<file path="src/rtl/mbs_pkg.sv">
package mbs_pkg;

  localparam int STEP_W = 16;

  // Step word, declared MSB first so a cast maps bit 0 of the
  // numbering onto the top field.
  typedef struct packed {
    logic [3:0] opType;
    logic [2:0] compl;
    logic       revAddr;
    logic       randAddr;
    logic [2:0] dataMode;
    logic       lastStep;
    logic       ecc;
    logic [1:0] rangeSel;
  } stepWord_t;

  // Strobes from control to datapath.
  typedef struct packed {
    logic clrIdx;
    logic incIdx;
  } seqStrobe_t;

endpackage

</file>
<file path="src/rtl/mbs_datapath.sv">
module mbs_datapath
  import mbs_pkg::*;
#(
  parameter int NUM_REGS = 8,
  parameter int SLOTS    = 4,
  parameter int REG_W    = 64,
  localparam int NUM_STEPS = NUM_REGS * SLOTS,
  localparam int IDX_W     = $clog2(NUM_STEPS),
  localparam int ADDR_W    = $clog2(NUM_REGS)
) (
  input  logic              clk,
  input  logic              rst_n,
  input  logic              cfgWrEn,
  input  logic [ADDR_W-1:0] cfgWrAddr,
  input  logic [REG_W-1:0]  cfgWrData,
  input  logic              maintMode,
  input  seqStrobe_t        strobe,
  output logic [IDX_W-1:0]  opIndex,
  output logic [3:0]        opType,
  output logic [2:0]        opCompl,
  output logic              opRevAddr,
  output logic              opRandAddr,
  output logic [2:0]        opDataMode,
  output logic              opEcc,
  output logic [1:0]        opRangeSel,
  output logic [1:0]        opPort,
  output logic              opDimm,
  output logic              lastStep,
  output logic              idxAtEnd
);

  logic [REG_W-1:0]  progRegs [NUM_REGS];
  logic [STEP_W-1:0] steps    [NUM_STEPS];
  logic [IDX_W-1:0]  idxQ;
  stepWord_t         cur;

  // One storage register per program slot group.
  for (genvar r = 0; r < NUM_REGS; r++) begin : g_reg
    always_ff @(posedge clk or negedge rst_n) begin
      if (!rst_n) begin
        progRegs[r] <= '0;
      end else if (cfgWrEn && (cfgWrAddr == ADDR_W'(r))) begin
        progRegs[r] <= cfgWrData;
      end
    end
  end

  // Unpack: the first step of a register lives in its top bits.
  for (genvar i = 0; i < NUM_STEPS; i++) begin : g_step
    assign steps[i] = progRegs[i / SLOTS][(SLOTS - 1 - (i % SLOTS)) * STEP_W +: STEP_W];
  end

  always_ff @(posedge clk or negedge rst_n) begin
    if (!rst_n) begin
      idxQ <= '0;
    end else if (strobe.clrIdx) begin
      idxQ <= '0;
    end else if (strobe.incIdx) begin
      idxQ <= idxQ + 1'b1;
    end
  end

  always_comb begin
    cur        = stepWord_t'(steps[idxQ]);
    opIndex    = idxQ;
    opType     = cur.opType;
    opRevAddr  = cur.revAddr;
    opRandAddr = cur.randAddr;
    opDataMode = cur.dataMode;
    opEcc      = cur.ecc;
    opRangeSel = cur.rangeSel;
    lastStep   = cur.lastStep;
    idxAtEnd   = (idxQ == IDX_W'(NUM_STEPS - 1));
    if (maintMode) begin
      opCompl = 3'b000;
      opPort  = cur.compl[2:1];
      opDimm  = cur.compl[0];
    end else begin
      opCompl = cur.compl;
      opPort  = 2'b00;
      opDimm  = 1'b0;
    end
  end

endmodule

</file>
<file path="src/rtl/mbs_ctrl.sv">
module mbs_ctrl
  import mbs_pkg::*;
(
  input  logic       clk,
  input  logic       rst_n,
  input  logic       startPulse,
  input  logic       stopPulse,
  input  logic       opDone,
  input  logic       failIn,
  input  logic       lastStep,
  input  logic       idxAtEnd,
  output seqStrobe_t strobe,
  output logic       busyQ,
  output logic       doneQ,
  output logic       failQ
);

  logic startAcc;
  logic stopAcc;
  logic stepAck;
  logic finish;

  always_comb begin
    startAcc      = startPulse && !busyQ;
    stopAcc       = stopPulse && busyQ;
    stepAck       = busyQ && opDone && !stopPulse;
    finish        = stepAck && (lastStep || idxAtEnd);
    strobe.clrIdx = startAcc;
    strobe.incIdx = stepAck && !finish;
  end

  always_ff @(posedge clk or negedge rst_n) begin
    if (!rst_n) begin
      busyQ <= 1'b0;
      doneQ <= 1'b0;
    end else if (stopAcc) begin
      busyQ <= 1'b0;
    end else if (startAcc) begin
      busyQ <= 1'b1;
      doneQ <= 1'b0;
    end else if (finish) begin
      busyQ <= 1'b0;
      doneQ <= 1'b1;
    end
  end

  always_ff @(posedge clk or negedge rst_n) begin
    if (!rst_n) begin
      failQ <= 1'b0;
    end else if (failIn) begin
      failQ <= 1'b1;
    end else if (startAcc) begin
      failQ <= 1'b0;
    end
  end

endmodule

</file>
<file path="src/rtl/mbs_seq.sv">
module mbs_seq
  import mbs_pkg::*;
#(
  parameter int NUM_REGS = 8,
  parameter int SLOTS    = 4,
  parameter int REG_W    = 64,
  localparam int NUM_STEPS = NUM_REGS * SLOTS,
  localparam int IDX_W     = $clog2(NUM_STEPS),
  localparam int ADDR_W    = $clog2(NUM_REGS)
) (
  input  logic              clk,
  input  logic              rst_n,
  input  logic              cfgWrEn,
  input  logic [ADDR_W-1:0] cfgWrAddr,
  input  logic [REG_W-1:0]  cfgWrData,
  input  logic              startPulse,
  input  logic              stopPulse,
  input  logic              maintMode,
  input  logic              opDone,
  input  logic              failIn,
  output logic              opValid,
  output logic [IDX_W-1:0]  opIndex,
  output logic [3:0]        opType,
  output logic [2:0]        opCompl,
  output logic              opRevAddr,
  output logic              opRandAddr,
  output logic [2:0]        opDataMode,
  output logic              opEcc,
  output logic [1:0]        opRangeSel,
  output logic [1:0]        opPort,
  output logic              opDimm,
  output logic              statBusy,
  output logic              statDone,
  output logic              statFail
);

  seqStrobe_t strobe;
  logic       lastStep;
  logic       idxAtEnd;

  mbs_ctrl u_ctrl (
    .clk        (clk),
    .rst_n      (rst_n),
    .startPulse (startPulse),
    .stopPulse  (stopPulse),
    .opDone     (opDone),
    .failIn     (failIn),
    .lastStep   (lastStep),
    .idxAtEnd   (idxAtEnd),
    .strobe     (strobe),
    .busyQ      (statBusy),
    .doneQ      (statDone),
    .failQ      (statFail)
  );

  mbs_datapath #(
    .NUM_REGS (NUM_REGS),
    .SLOTS    (SLOTS),
    .REG_W    (REG_W)
  ) u_dp (
    .clk        (clk),
    .rst_n      (rst_n),
    .cfgWrEn    (cfgWrEn),
    .cfgWrAddr  (cfgWrAddr),
    .cfgWrData  (cfgWrData),
    .maintMode  (maintMode),
    .strobe     (strobe),
    .opIndex    (opIndex),
    .opType     (opType),
    .opCompl    (opCompl),
    .opRevAddr  (opRevAddr),
    .opRandAddr (opRandAddr),
    .opDataMode (opDataMode),
    .opEcc      (opEcc),
    .opRangeSel (opRangeSel),
    .opPort     (opPort),
    .opDimm     (opDimm),
    .lastStep   (lastStep),
    .idxAtEnd   (idxAtEnd)
  );

  assign opValid = statBusy;

endmodule

</file>
<file path="config.mk">
export PLATFORM = sky130hd
export DESIGN_NAME = mbs_seq
export DESIGN_NICKNAME = d
export VERILOG_FILES = /design/src/rtl/mbs_pkg.sv /design/src/rtl/mbs_datapath.sv /design/src/rtl/mbs_ctrl.sv /design/src/rtl/mbs_seq.sv
export SDC_FILE = /design/constraint.sdc
export NUM_CORES = 1
export LEC_CHECK = 0
export BUFFER_PORTS_ARGS = -buffer_cell sky130_fd_sc_hd__buf_4
export CAP_MARGIN = 10
export CORE_AREA = 2 2 231 233
export DETAILED_ROUTE_END_ITERATION = 8
export DIE_AREA = 0 0 233 235
export PLACE_DENSITY = 0.67
export SYNTH_ARGS = -nofsm -noshare
export SYNTH_HDL_FRONTEND = slang
export SYNTH_SLANG_ARGS = --single-unit
</file>
<file path="constraint.sdc">
create_clock -name clk -period 3.15 [get_ports clk]
set_input_delay 0.315 -clock clk [delete_from_list [all_inputs] [get_ports clk]]
set_output_delay 0.315 -clock clk [all_outputs]
set_load 0.01 [all_outputs]
</file>
**Word-level counts from Yosys, hierarchy flattened**

Index checks and enable logic that the tools add are counted.

- Register bits: 520
- Latch bits: 0
- RAM bits: 0
- Memory bits (read-only): 0
- Output and inout bits: 27
- Word-level logic and storage cells: 63
- Memories kept: 0

- $add $sub $neg: 1
- Multiply operators: 0
- Divide/modulo/power cells: 0
- Magnitude comparators: 1
- Eq/ne operators: 8
- Shifts and indexed selects: 0
- Muxes and demuxes: 15
- Bitwise logic cells: 2
- Reduce and logical (&&, ||, !) cells: 24

Operator list:

| cell | number |
|---|---|
| $bmux 16 s5 | 1 |
| $mux 16 | 2 |
| $logic_and 1x1->1 | 14 |
| $eq 3x3->1 const B | 4 |
| $mux 5 | 2 |
| $mux 1 | 8 |
| $eq 3x2->1 const B | 2 |
| $ge 6x6->1 const B | 1 |
| $not 5->6 | 1 |
| $reduce_bool 2->1 | 3 |
| $add 5x1->5 const B | 1 |
| $eq 5x5->1 const B | 1 |
| $eq 3x1->1 const B | 1 |
| $logic_not 1->1 | 3 |
| $logic_not 3->1 | 1 |
| $mux 3 | 1 |
| $reduce_bool 3->1 | 1 |
| $mux 2 | 1 |
| $reduce_and 2->1 | 1 |
| $logic_or 1x1->1 | 1 |
| $not 1->1 | 1 |

**Depth between registers and ports, before layout**

Gate-level depths: netlist (run 1).

- Word-level depth: 10
- Mapped depth: 8
- Mapped depth without buffers: 6

**By module**

Synthesis (run 1) repeated with hierarchy kept, for this count alone.

- Cell total of the unflattened synthesis: 1,588
- Area, all modules: 23,787.8 sq um

By module, submodules not included:

| module | times used | cells each | area an instance (sq um) | sequential area each (sq um) |
|---|---|---|---|---|
| mbs_datapath | 1 | 1,572 | 23,625.2 | 12,937.4 |
| mbs_ctrl | 1 | 15 | 155.1 | 75.1 |
| mbs_seq | 1 | 1 | 7.5 | 0.0 |

**Worst setup path after synthesis (run 1)**

Ideal clock, no wire load.

- Path kind: flip-flop to output port
- From: register u_dp.idxQ[0] (netlist: u_dp.opIndex[0])
- To: output port opDataMode[2]
- Arrival time: 2.434 ns
- Path slack: 0.401 ns
- Cell stages (with the launch flop): 9
- Buffers on the path: 4
- Cells stage by stage: dfrtp_1 > buf_6 > buf_12 > buf_2 > buf_2 > mux4_2 > mux4_2 > nand2_1 > nand2_1

- Word-level cells in the longest chain between the ends: 4

RTL lines:

| element | RTL line | text |
|---|---|---|
| start: declaration | mbs_datapath.sv:34 | `logic [IDX_W-1:0] idxQ;` |
| start signal: assignment | mbs_datapath.sv:59 | `idxQ <= idxQ + 1'b1;` |
| $not 5->6 (not written as such) | mbs_datapath.sv:64 | `cur = stepWord_t'(steps[idxQ]);` |
| $bmux 16 s5 | mbs_datapath.sv:64 |  |
| $mux 16 (not written as such) (2 in a row) | mbs_datapath.sv:64 |  |
| end: declaration | mbs_seq.sv:27 | `output logic [2:0] opDataMode,` |

No other way between the ends. The select of a mux whose other input is x is not followed.

**Final worst setup path (run 1)**

Ends and elaborated chain as after synthesis.

==> results.yml, run 1 <==
critical_path:
  worst_ep_required_time_ns: 2.83
  timing.critical_path.slowest_stage_cell: "sky130_fd_sc_hd__dfrtp_4"
  crit_path_end_kind: "output pin"
  cpPeakStageDelay_ns: 0.49
  worst_setup_path_start_kind: "register"
  worst-setup-path-type: "register to output pin"
  critPathMaxFanout: 6
  worstPathCellList: "buf_12 > buf_12 > buf_12 > buf_16 > mux4_2 > mux4_2 > nand2_2 > nand2_2 > buf_6"
  timing.critical_path.mode_cell: "sky130_fd_sc_hd__buf_12"
  wp_data_arrival_ns: 2.85
  worst_r2r_path_depth: 8
pwr:
  powerDensity_nw_per_um2: 752
  p_leak_uw: 0.0117
  post-layout-total-power_uw: 21200
  ir_drop_uv: 451
route:
  drcViolationCount: 0
  dr_total_vias: 13028
  wire_per_inst_um: 22.7
  final_routed_wirelength_mm: 52.2
  antenna_left: 0
  drt_iter0_markers: 749
  firstDrtPassIters: 4
  routed_via_density: 5.67
placed_design:
  placedCellCount: 2112
  port_buffers: 101
  final_estimated_routing_congestion_in_global_placement: 0.732
  detailedPlacementHpwl_mm: 29.4
timing:
  worst_pin_slew_ns: 0.564
  slew_violations: 0
  post_layout_min_period_ns: 3.16
  post-route-period-util_pct: 100
  hold_violations: 0
  max_slew_margin_pct: 62.4
  clock_skew_ns: 0.00589
  post-route-worst-setup-slack_ns: -0.0126
  unrepaired_setup_endpoints_after_global_routing: "yes"
  clock.fmax_mhz: 316
  number_of_failing_setup_endpoints_in_the_final_timing_report: 3
  final.hold.worst_slack_ns: 0.0332
job:
  max_capacitance_violation_total: 0
layout:
  final_cell_mix: "sky130_fd_sc_hd__dfrtp_1 (517), sky130_fd_sc_hd__mux2_2 (514), sky130_fd_sc_hd__mux4_2 (156)"
  post_route_cells_drive_above_1_share_pct: 59.4
  finish.utilization_pct: 53.9
  areaGrowthSynthToFinish_pct: 21.2
  final_common_cell: "sky130_fd_sc_hd__dfrtp_1"
  num-nets-final: 1638
  final-instance-count-excl-fill: 2298
clock_tree:
  cts_max_level: 2
  cts.clk_slew.worst_paths_ns: 0.06
  cts_sinks: 520
  tritoncts: "yes"
  cts-root-to-sink-buffers: 3
  numCtsBuffers: 57
  worst_skew_pair.late_latency_ns: 0.60
  cts_root_buffer: "sky130_fd_sc_hd__clkbuf_16"
grt:
  globalRouteOverflowTotal: 0
  grt_pass1_wl_mm: 82.5
  maximum_number_of_pins_on_one_net_before_global_route_repair: 104
  grtUsageTotal_pct: 19.4
  grt_antenna_before_repair: 3
  first_global_vias: 14093
min_path:
  min_path_cells: 2
  min-delay-path-class: "primary input to register"
run_status:
  failing_checks: "setup timing"
  outcome: "complete, but fails checks"
logic_synthesis:
  netlist.area_leader.share_pct: 55.9
  ys.warnings.count: 0
  synthesis.area_per_instance_um2: 16.8
  synth.net_count: 1460
  area_of_the_mapped_netlist_um2: 23300
  synth_largest_area_cell: "sky130_fd_sc_hd__dfrtp_1"
  yosysSeqAreaShare_pct: 55.9
  yosys_register_bits: 520
  netlist-cell-type-count: 33
  synth_cells: 1383
  synth.area.top_cells: "sky130_fd_sc_hd__dfrtp_1 (56%), sky130_fd_sc_hd__mux2_2 (25%), sky130_fd_sc_hd__mux4_2 (15%), sky130_fd_sc_hd__clkbuf_1 (1.2%), sky130_fd_sc_hd__nand2_1 (0.65%)"
floorplan:
  start_util_pct: 44.5
  core_area_um2: 52200
  die_width_um: 233
  placement_rows: 84
  io-pin-count: 102
  die_h_um: 235
  floorplan.die_area_um2: 54800
flip-flops by register name, summed over array words and instances (netlist names):
register and count:
u_dp.opIndex 5, u_ctrl.failQ 1, u_dp.progRegs 512, u_ctrl.doneQ 1, u_ctrl.busyQ 1
final cells by class:
type / instances / area [um2]
repair buffers: 213 / 2360
fillers: 4171 / 24100
multi-input cells: 765 / 9920
well taps: 688 / 861
diodes: 1 / 2.50
clock inverters: 30 / 385
inverters: 4 / 15.0
clock buffers: 77 / 1610
flip-flops and latches: 520 / 13000
cells by family (layout without fill, tap and decap cells):
logic type / Yosys count / in the layout / synth area share [%]
AND/OR/NAND/NOR: 70 / 70 / 1.40
flip-flops: 520 / 520 / 55.9
adder cells (fa/ha/maj): 2 / 2 / 0.108
buffers and inverters: 98 / 324 / 1.78
XOR/XNOR: 1 / 1 / 0.0377
other: 0 / 1 / 0
multiplexers: 676 / 676 / 40.2
AO/OA/AOI/OAI: 16 / 16 / 0.495
synthesized netlist by cell type:
cell / count
sky130_fd_sc_hd__a21oi_1: 4
sky130_fd_sc_hd__mux2i_1: 6
sky130_fd_sc_hd__inv_2: 1
sky130_fd_sc_hd__buf_4: 1
sky130_fd_sc_hd__nand4_1: 1
sky130_fd_sc_hd__mux4_2: 156
sky130_fd_sc_hd__mux2_2: 514
sky130_fd_sc_hd__o22ai_1: 2
sky130_fd_sc_hd__ha_1: 2
sky130_fd_sc_hd__buf_1: 5
sky130_fd_sc_hd__nand2b_1: 3
sky130_fd_sc_hd__buf_12: 1
sky130_fd_sc_hd__and3_1: 2
sky130_fd_sc_hd__o21ai_0: 1
sky130_fd_sc_hd__a21o_1: 2
sky130_fd_sc_hd__buf_2: 14
sky130_fd_sc_hd__nand2_1: 40
sky130_fd_sc_hd__a2111oi_0: 2
sky130_fd_sc_hd__nor2_1: 7
sky130_fd_sc_hd__a211oi_2: 1
sky130_fd_sc_hd__o311ai_1: 2
sky130_fd_sc_hd__xnor2_1: 1
sky130_fd_sc_hd__and2_1: 1
sky130_fd_sc_hd__nor3_1: 2
sky130_fd_sc_hd__buf_6: 1
sky130_fd_sc_hd__a22oi_1: 2
sky130_fd_sc_hd__nand3_1: 2
sky130_fd_sc_hd__nor2b_1: 7
sky130_fd_sc_hd__inv_1: 3
sky130_fd_sc_hd__nand4b_1: 3
sky130_fd_sc_hd__clkbuf_1: 72
sky130_fd_sc_hd__dfrtp_1: 520
sky130_fd_sc_hd__nor3b_1: 2
worst paths after layout:
kind / startpoint / to / slack [ns]
max: u_dp.opIndex[0] / opDataMode[2] / -0.01
min: cfgWrData[3] / u_dp.progRegs[451] / 0.03
max reg2reg: u_dp.opIndex[0] / u_dp.opIndex[4] / 0.44
max in group asynchronous: rst_n / u_dp.progRegs[415] / 1.92
min in group asynchronous: rst_n / u_dp.progRegs[123] / 0.25
min reg2reg: u_ctrl.failQ / u_ctrl.failQ / 0.48
routing by layer:
layer	global-route usage, %	share of wire [%]	routed length (um)
met1	26.9	45	23600
met2	32.0	49	25600
met3	3.51	4.1	2140
met4	4.44	1.5	806
met5	0	0.057	30
report_power, final:
| part | internal [uW] | switching [uW] | leakage (uW) |
|---|---|---|---|
| logic | 3450 | 1860 | 0.00447 |
| registers | 8150 | 724 | 0.00624 |
| clock network | 4250 | 2750 | 0.000991 |
| total | 15900 | 5340 | 0.0117 |
metrics by stage:
step	cell area (um2)	TNS, ns	setup WS, ns
6_report	28200	-0.0242	-0.0126
5_1_grt	28200	-1.22	-0.116
4_1_cts	27900	-0.421	-0.0991
3_5_place_dp	25100	0	0.392
3_3_place_gp	25100	0	0.400
2_1_floorplan	23300	0	0.401
critical path, delay by kind of cell (launching register included):
family,cells,cell delay [ns]
buffers and inverters,5,0.71
multiplexers,2,0.88
AND/OR/NAND/NOR,2,0.17
flip-flops,1,0.49
timing repair:
item,CTS,global route
pin swaps,4,8
setup endpoints to repair,18,17
cloned,4,8
gates resized for setup,27,17
buffers inserted,5,5
endpoints found under the hold margin,334,0
hold buffers,57,0
Power figures use the tool's default switching activity.
==> run 2, diff against run 1 <==
--- a/config.mk
+++ b/config.mk
@@ -11,6 +11,8 @@
 export DETAILED_ROUTE_END_ITERATION = 8
 export DIE_AREA = 0 0 233 235
 export PLACE_DENSITY = 0.67
+export SETUP_SLACK_MARGIN = 0.4
+export SLEW_MARGIN = 20
 export SYNTH_ARGS = -nofsm -noshare
 export SYNTH_HDL_FRONTEND = slang
 export SYNTH_SLANG_ARGS = --single-unit
==> run 2 against run 1 <==
The flow still finishes with violations (setup timing). Routed wire length up 0.31%. Hold slack gained 0.0016 ns. Register-to-register slack better by 0.25 ns. Cell count is 0.57% higher. Core utilization is 0.52 points higher. Flip-flop and latch count stayed put. Power increased by 1.4%. Largest cell class unchanged. Highest routed layer unchanged.
==> results.yml, run 2 (synthesis results as in run 1) <==
route:
  firstDrtPassIters: 4
  drt_iter0_markers: 764
  drcViolationCount: 0
  dr_total_vias: 13031
  final_routed_wirelength_mm: 52.4
  antenna_left: 0
  wire_per_inst_um: 22.7
  routed_via_density: 5.64
timing:
  unrepaired_setup_endpoints_after_global_routing: "yes"
  slew_violations: 0
  final.hold.worst_slack_ns: 0.0349
  clock.fmax_mhz: 316
  post-route-period-util_pct: 100
  worst_pin_slew_ns: 0.568
  clock_skew_ns: 0.00472
  max_slew_margin_pct: 62.0
  hold_violations: 0
  finalSetupTns_ns: -0.0255
  number_of_failing_setup_endpoints_in_the_final_timing_report: 2
  post-route-worst-setup-slack_ns: -0.0143
  post_layout_min_period_ns: 3.16
job:
  max_capacitance_violation_total: 0
pwr:
  switching_share_pct: 25.2
  p_clk_share_pct: 32.6
  power.internal_uw: 16100
  post-layout-total-power_uw: 21500
  p_leak_uw: 0.0118
  p_sw_uw: 5410
  comb_power_share_pct: 26.0
  ir_drop_uv: 453
  share_of_total_power_in_sequential_cells_pct: 41.4
  powerDensity_nw_per_um2: 755
clock_tree:
  cts-root-to-sink-buffers: 3
  cts_root_buffer: "sky130_fd_sc_hd__clkbuf_16"
  cts.clk_slew.worst_paths_ns: 0.06
  worst_skew_pair.late_latency_ns: 0.60
  tritoncts: "yes"
  cts_max_level: 2
  cts_sinks: 520
  numCtsBuffers: 57
layout:
  areaGrowthSynthToFinish_pct: 22.3
  top_register: "u_dp.progRegs"
  final_cell_mix: "sky130_fd_sc_hd__dfrtp_1 (517), sky130_fd_sc_hd__mux2_2 (514), sky130_fd_sc_hd__mux4_2 (156)"
  num-nets-final: 1650
  final-instance-count-excl-fill: 2311
  largest_reg_flops: 512
  final_common_cell: "sky130_fd_sc_hd__dfrtp_1"
  post_route_cells_drive_above_1_share_pct: 60.1
grt:
  grt_pass1_wl_mm: 83.2
  global_route.peak_usage_layer: "met2"
  first_global_vias: 14174
  grt_antenna_before_repair: 3
  met1_usage_pct: 26.9
  grt_util_met3_pct: 3.87
  maximum_number_of_pins_on_one_net_before_global_route_repair: 104
  grt_use_met2_pct: 32.1
  globalRouteOverflowTotal: 0
  grtUsageTotal_pct: 19.6
critical_path:
  worst-setup-path-type: "register to output pin"
  worst_ep_required_time_ns: 2.83
  crit_path_end_kind: "output pin"
  critPathMaxFanout: 8
  worst_r2r_path_depth: 8
  worst_setup_path_start_kind: "register"
  wp_data_arrival_ns: 2.85
floorplan:
  floorplan.die_area_um2: 54800
  io-pin-count: 102
  die_width_um: 233
  placement_rows: 84
  start_util_pct: 44.5
  die_h_um: 235
  core_area_um2: 52200
placed_design:
  port_buffers: 101
  final_estimated_routing_congestion_in_global_placement: 0.732
  detailedPlacementHpwl_mm: 29.4
  placedCellCount: 2112
  place_worst_setup_slack_ns: 0.392
run_status:
  outcome: "complete, but fails checks"
  failing_checks: "setup timing"
min_path:
  min_path_cells: 2
  min-delay-path-class: "primary input to register"
run 2: through the flow:
stage | utilization, % | cell area [um2]
3_3_place_gp | 48.0 | 25100
4_1_cts | 54.0 | 28200
3_5_place_dp | 48.0 | 25100
5_1_grt | 54.5 | 28400
2_1_floorplan | - | 23300
6_report | 54.5 | 28500
run 2: layout make-up:
| class | count | area [um2] |
|---|---|---|
| Inverter | 4 | 15.0 |
| Clock buffer | 77 | 1610 |
| Timing Repair Buffer | 225 | 2620 |
| Clock inverter | 30 | 385 |
| Sequential cell | 520 | 13000 |
| Antenna cell | 2 | 5.00 |
| Fill cell | 4135 | 23800 |
| Multi-Input combinational cell | 765 | 9940 |
| Tap cell | 688 | 861 |
run 2: path summary, 6_finish.rpt:
kind / to / slack (ns) / from
max: opRevAddr / -0.01 / u_dp.opIndex[0]
min: u_dp.progRegs[451] / 0.03 / cfgWrData[3]
max reg2reg: u_dp.opIndex[4] / 0.69 / u_dp.opIndex[0]
min reg2reg: u_ctrl.failQ / 0.48 / u_ctrl.failQ
max in group asynchronous: u_dp.progRegs[415] / 1.93 / rst_n
min in group asynchronous: u_dp.progRegs[123] / 0.24 / rst_n
run 2: power by group through the flow:
| stage | Sequential (uW) | Clock (uW) | Combinational, uW |
|---|---|---|---|
| 2_1_floorplan | 8710 | 0 | 3570 |
| 3_3_place_gp | 8940 | 0 | 4570 |
| 3_5_place_dp | 9020 | 0 | 4680 |
| 4_1_cts | 8880 | 7190 | 5420 |
| 5_1_grt | 9060 | 7500 | 6000 |
| 6_report | 8890 | 7000 | 5600 |
run 2: per-layer routing:
| metal | vias to the layer above | part of all wire [%] |
|---|---|---|
| li1 | 5623 | - |
| met1 | 7118 | 45 |
| met2 | 211 | 49 |
| met3 | 75 | 4.3 |
| met4 | 4 | 1.9 |
| met5 | - | 0.057 |
run 2: worst max-delay path: stages (launching register included):
cell	delay, ns
sky130_fd_sc_hd__dfrtp_4	0.49
sky130_fd_sc_hd__buf_12	0.17
sky130_fd_sc_hd__buf_12	0.12
sky130_fd_sc_hd__clkbuf_16	0.15
sky130_fd_sc_hd__mux4_2	0.49
sky130_fd_sc_hd__mux4_2	0.47
sky130_fd_sc_hd__nand2_1	0.09
sky130_fd_sc_hd__nand2_2	0.10
sky130_fd_sc_hd__buf_4	0.15
run 2: timing repair:
| action | in CTS | in global routing |
|---|---|---|
| endpoints found under the hold margin | 334 | 0 |
| gates resized for setup | 36 | 23 |
| buffers inserted | 14 | 4 |
| pin swaps | 7 | 10 |
| hold buffers | 57 | 0 |
| endpoints found under the setup margin | 18 | 19 |
| gates cloned | 9 | 6 |
